==> src/rtl/thresh_le.sv <==
module thresh_le #(
  parameter int NIN = 4
) (
  input  logic              clk,
  input  logic              rst_n,
  input  logic              prog,
  input  logic [14:1]       cfg_tt,
  input  logic              rv,
  input  logic              inv,
  input  logic              a,
  input  logic              b,
  input  logic              c,
  input  logic              d,
  input  logic              grst,
  output logic              z
);
  localparam int DEPTH = 1 << NIN;

  logic [DEPTH-2:1] cfg_q;
  logic             rv_q, inv_q, st_q;
  logic [NIN-1:0]   sel;
  logic [DEPTH-1:0] lut;

  assign sel = {a, b, c, d};
  assign lut = {1'b1, cfg_q, 1'b0};
  assign z   = st_q ^ inv_q;

  always_ff @(posedge clk or negedge rst_n) begin
    if (!rst_n) begin
      cfg_q <= '0;
      rv_q  <= 1'b0;
      inv_q <= 1'b0;
    end else if (prog) begin
      cfg_q <= cfg_tt;
      rv_q  <= rv;
      inv_q <= inv;
    end
  end

  always_ff @(posedge clk or negedge rst_n) begin
    if (!rst_n)             st_q <= 1'b0;
    else if (prog)          st_q <= 1'b0;
    else if (grst)          st_q <= rv_q;
    else if (lut[sel])      st_q <= 1'b1;
    else if (sel == '0)     st_q <= 1'b0;
  end

  AST_ALL_ONES_SET: assert property (@(posedge clk) disable iff (!rst_n)
    (!prog && !grst && a && b && c && d) |=> st_q);
  AST_ALL_ZERO_CLR: assert property (@(posedge clk) disable iff (!rst_n)
    (!prog && !grst && !a && !b && !c && !d) |=> !st_q);
  AST_NO_SET_HOLD: assert property (@(posedge clk) disable iff (!rst_n)
    (!prog && !grst && !lut[sel] && sel != '0) |=> $stable(st_q));
  AST_RESET_LOADS_RV: assert property (@(posedge clk) disable iff (!rst_n)
    (!prog && grst) |=> (st_q == rv_q));
  AST_PROG_CLEARS: assert property (@(posedge clk) disable iff (!rst_n)
    prog |=> !st_q);
  AST_CFG_FROZEN: assert property (@(posedge clk) disable iff (!rst_n)
    !prog |=> ($stable(cfg_q) && $stable(rv_q) && $stable(inv_q)));
  AST_LOAD_CAPTURE: assert property (@(posedge clk) disable iff (!rst_n)
    prog |=> (cfg_q == $past(cfg_tt) && rv_q == $past(rv) && inv_q == $past(inv)));
endmodule

==> config.mk <==
export PLATFORM = sky130hd
export DESIGN_NAME = thresh_le
export DESIGN_NICKNAME = d
export VERILOG_FILES = /design/src/rtl/thresh_le.sv
export SDC_FILE = /design/constraint.sdc
export NUM_CORES = 1
export LEC_CHECK = 0
export ABC_AREA = 1
export BUFFER_PORTS_ARGS = -buffer_cell sky130_fd_sc_hd__buf_2
export CORE_MARGIN = 8
export CORE_UTILIZATION = 25
export DETAILED_ROUTE_END_ITERATION = 10
export PLACE_DENSITY = 0.44
export SLEW_MARGIN = 20
export SYNTH_ARGS = -nofsm -noshare
export SYNTH_HDL_FRONTEND = slang
export SYNTH_SLANG_ARGS = --single-unit
export TNS_END_PERCENT = 100
==> constraint.sdc <==
create_clock -name clk -period 0.97 [get_ports clk]
set_input_delay 0.097 -clock clk [delete_from_list [all_inputs] [get_ports clk]]
set_output_delay 0.097 -clock clk [all_outputs]
set_load 0.005 [all_outputs]
==> results.ini <==
[placement]
place_ws_ns=-0.0341
port_buffers=24
dp_hpwl_um=1470
place_area_um2=982
gp_congestion=0.733

[global_routing]
grt_max_degree=18
grt_usage=0.0761
grt_pass1_vias=771
grt_pass1_wl_um=3260
overflow=0
antenna_found_initial=0

[drt]
viasPerCell=4.22
drt_first_pass_iters=3
drtIter0Drc=30
route.detailed.drc=0
vias=721
ant_nets=0
finalWirelength_um=1820
wl_per_cell_um=10.6

[run]
drv_cap=0

[clock_network]
htreeDepth=1
cts_root_buf=clkbuf_4
cts_buffers=3
tritoncts=done
clk-insertion-delay-late_ns=0.28
cts_num_sinks=17
clk_path_buf_depth=2
clkTransAtPathRegs_ns=0.09

[sta]
fin_crit_ns=1.06
worst_slack_ns=-0.0933
worst_slew_pin_slew_ns=0.396
rsz0062_at_grt=true
fmax_mhz=941
hold_viol_final=0
finClkSkew_ns=0.00233
post-route-period-util=1.10
slew_headroom=0.736
setup_viol=2
drv_slew=0

[logic_synthesis]
synth_cell_types=13
synth_area_leader_cell=dfrtp_1
yosys.area_share.simple=0.210
yosysSeqAreaShare=0.521
synth_top_cell_area_share=0.521
synth_warnings=0
syn_area_per_cell_um2=8.34
synth_top_family_by_area=simple AND/OR/NAND/NOR gates
synth_xor_area_frac=0.0107
synthTopCellsByArea=dfrtp_1 (52%), nand2_1 (11%), nand3_1 (8.6%)
synthAdderAreaFrac=0
synth_compound_area_frac=0.0858
synthesis.instances=98
synth_mux_area_frac=0.0689
synth_nets=122
synth_area_um2=817
ys_ff_latch=17

[layout]
mostFrequentLayoutCells=buf_2 (24), nand2_1 (23), dfrtp_1 (17)
finish.instance_area_um2=1030
layout.nets=152
final_common_cell=buf_2
antenna_cells=0
drive_gt1_frac=0.346
areaGrowthSynthToFinish_pct=26.5

[worst_setup_path]
r2r-end=st_q$_DFFE_PN0P_
path_cells=xor2_1 > buf_2
crit_family=flip-flops
cp_num_buf_inv=1
reg2reg_from=cfg_q[8]$_DFFE_PN0P_
critPathRequiredTime_ns=0.87
slowest_stage=dfrtp_1
rrSetupSlack_ns=-0.03
cp.depth=2
ff2ff_path_depth=8
cp_slowest_stage_delay_ns=0.39
critical_path_class=reg2out
startpoint_type=flip-flop
cp_max_fo=2
startpoint=inv_q$_DFFE_PN0P_
arrival_ns=0.97
end_kind=output port

[min_path]
min_from=cfg_tt[11]
hold_path_depth=3
min_to=cfg_q[11]$_DFFE_PN0P_
hp-class=in2reg

[pwr]
power_density_nw_per_um2=1380
ir_drop_mv=0.784
p_leak_nw=0.538

[die]
coreArea_um2=3080
die_y_um=73.2
dieWidth_um=73.2
dieArea_um2=5350
rows=20
initial_core_util=0.265
ios=25

[run_status]
failed_checks=setup timing
status=finished with violations

## through the flow
step	power [W]	hold WS [ns]	TNS, ns	std cells	utilization
after floorplan	0.000955	-0.199	0	98	-
after global placement	0.00105	0.0443	-0.0114	164	0.319
after detailed placement	0.00106	0.0442	-0.0341	164	0.319
after CTS	0.00146	0.00720	-0.154	171	0.336
after global routing	0.00154	0.00101	-0.287	171	0.336
final	0.00143	0.0142	-0.121	171	0.336
## registers in the layout (all words and copies together) (netlist names)
name	count
cfg_q	14
inv_q	1
rv_q	1
st_q	1
## synth_stat cells (all sizes together)
cell type,count
nand2,23
nor2,4
buf,3
mux2,5
o21ai,11
dfrtp,17
a21oi,3
inv,16
nand3,14
xor2,1
clkbuf,1
## worst max-delay path by stage
stage | endpoint | slack [ns]
3_5_place_dp | st_q$_DFFE_PN0P_ | -0.03
3_3_place_gp | st_q$_DFFE_PN0P_ | -0.01
2_1_floorplan | st_q$_DFFE_PN0P_ | 0.06
6_report | z | -0.09
4_1_cts | z | -0.11
5_1_grt | z | -0.17
## area by class of cell
| cell class | instances | area (um^2) |
|---|---|---|
| Clock buffer | 4 | 26.3 |
| Fill cell | 346 | 2040 |
| Tap cell | 44 | 55.1 |
| Multi-Input combinational cell | 61 | 307 |
| Timing Repair Buffer | 29 | 160 |
| Sequential cell | 17 | 425 |
| Inverter | 16 | 60.1 |
## power by group
part           total, W  internal, W  leakage [nW]  switching (W)
registers      0.000801     0.000773         0.205      0.0000280
clock network  0.000369     0.000160        0.0150       0.000210
logic          0.000258     0.000124         0.318       0.000135
## what timing repair did
action	CTS	global route
hold endpoints to repair	17	0
resized for setup	1	5
hold buffers	1	0
endpoints found under the setup margin	2	2
pin swaps	6	2
setup buffers	2	0
## cell families (layout without fill, tap and decap cells)
kind of cell,after synthesis,in the layout
compound gates,14,14
xor+xnor,1,1
buf+inv,20,49
flops,17,17
mux,5,5
simple gates,41,41
## tightest hold or removal path, delay by kind of cell
family	cells	cell delay [ns]
buf+inv	1	0.08
simple gates	1	0.04
compound gates	1	0.06
## per-layer routing
metal	GRT usage	vias up	part of all wire
li1	-	368	-
met1	0.0874	329	0.46
met2	0.118	22	0.44
met3	0.0467	2	0.096
met4	0.0133	0	0.0044
met5	0	-	0
(Power assumes the default switching activity.)
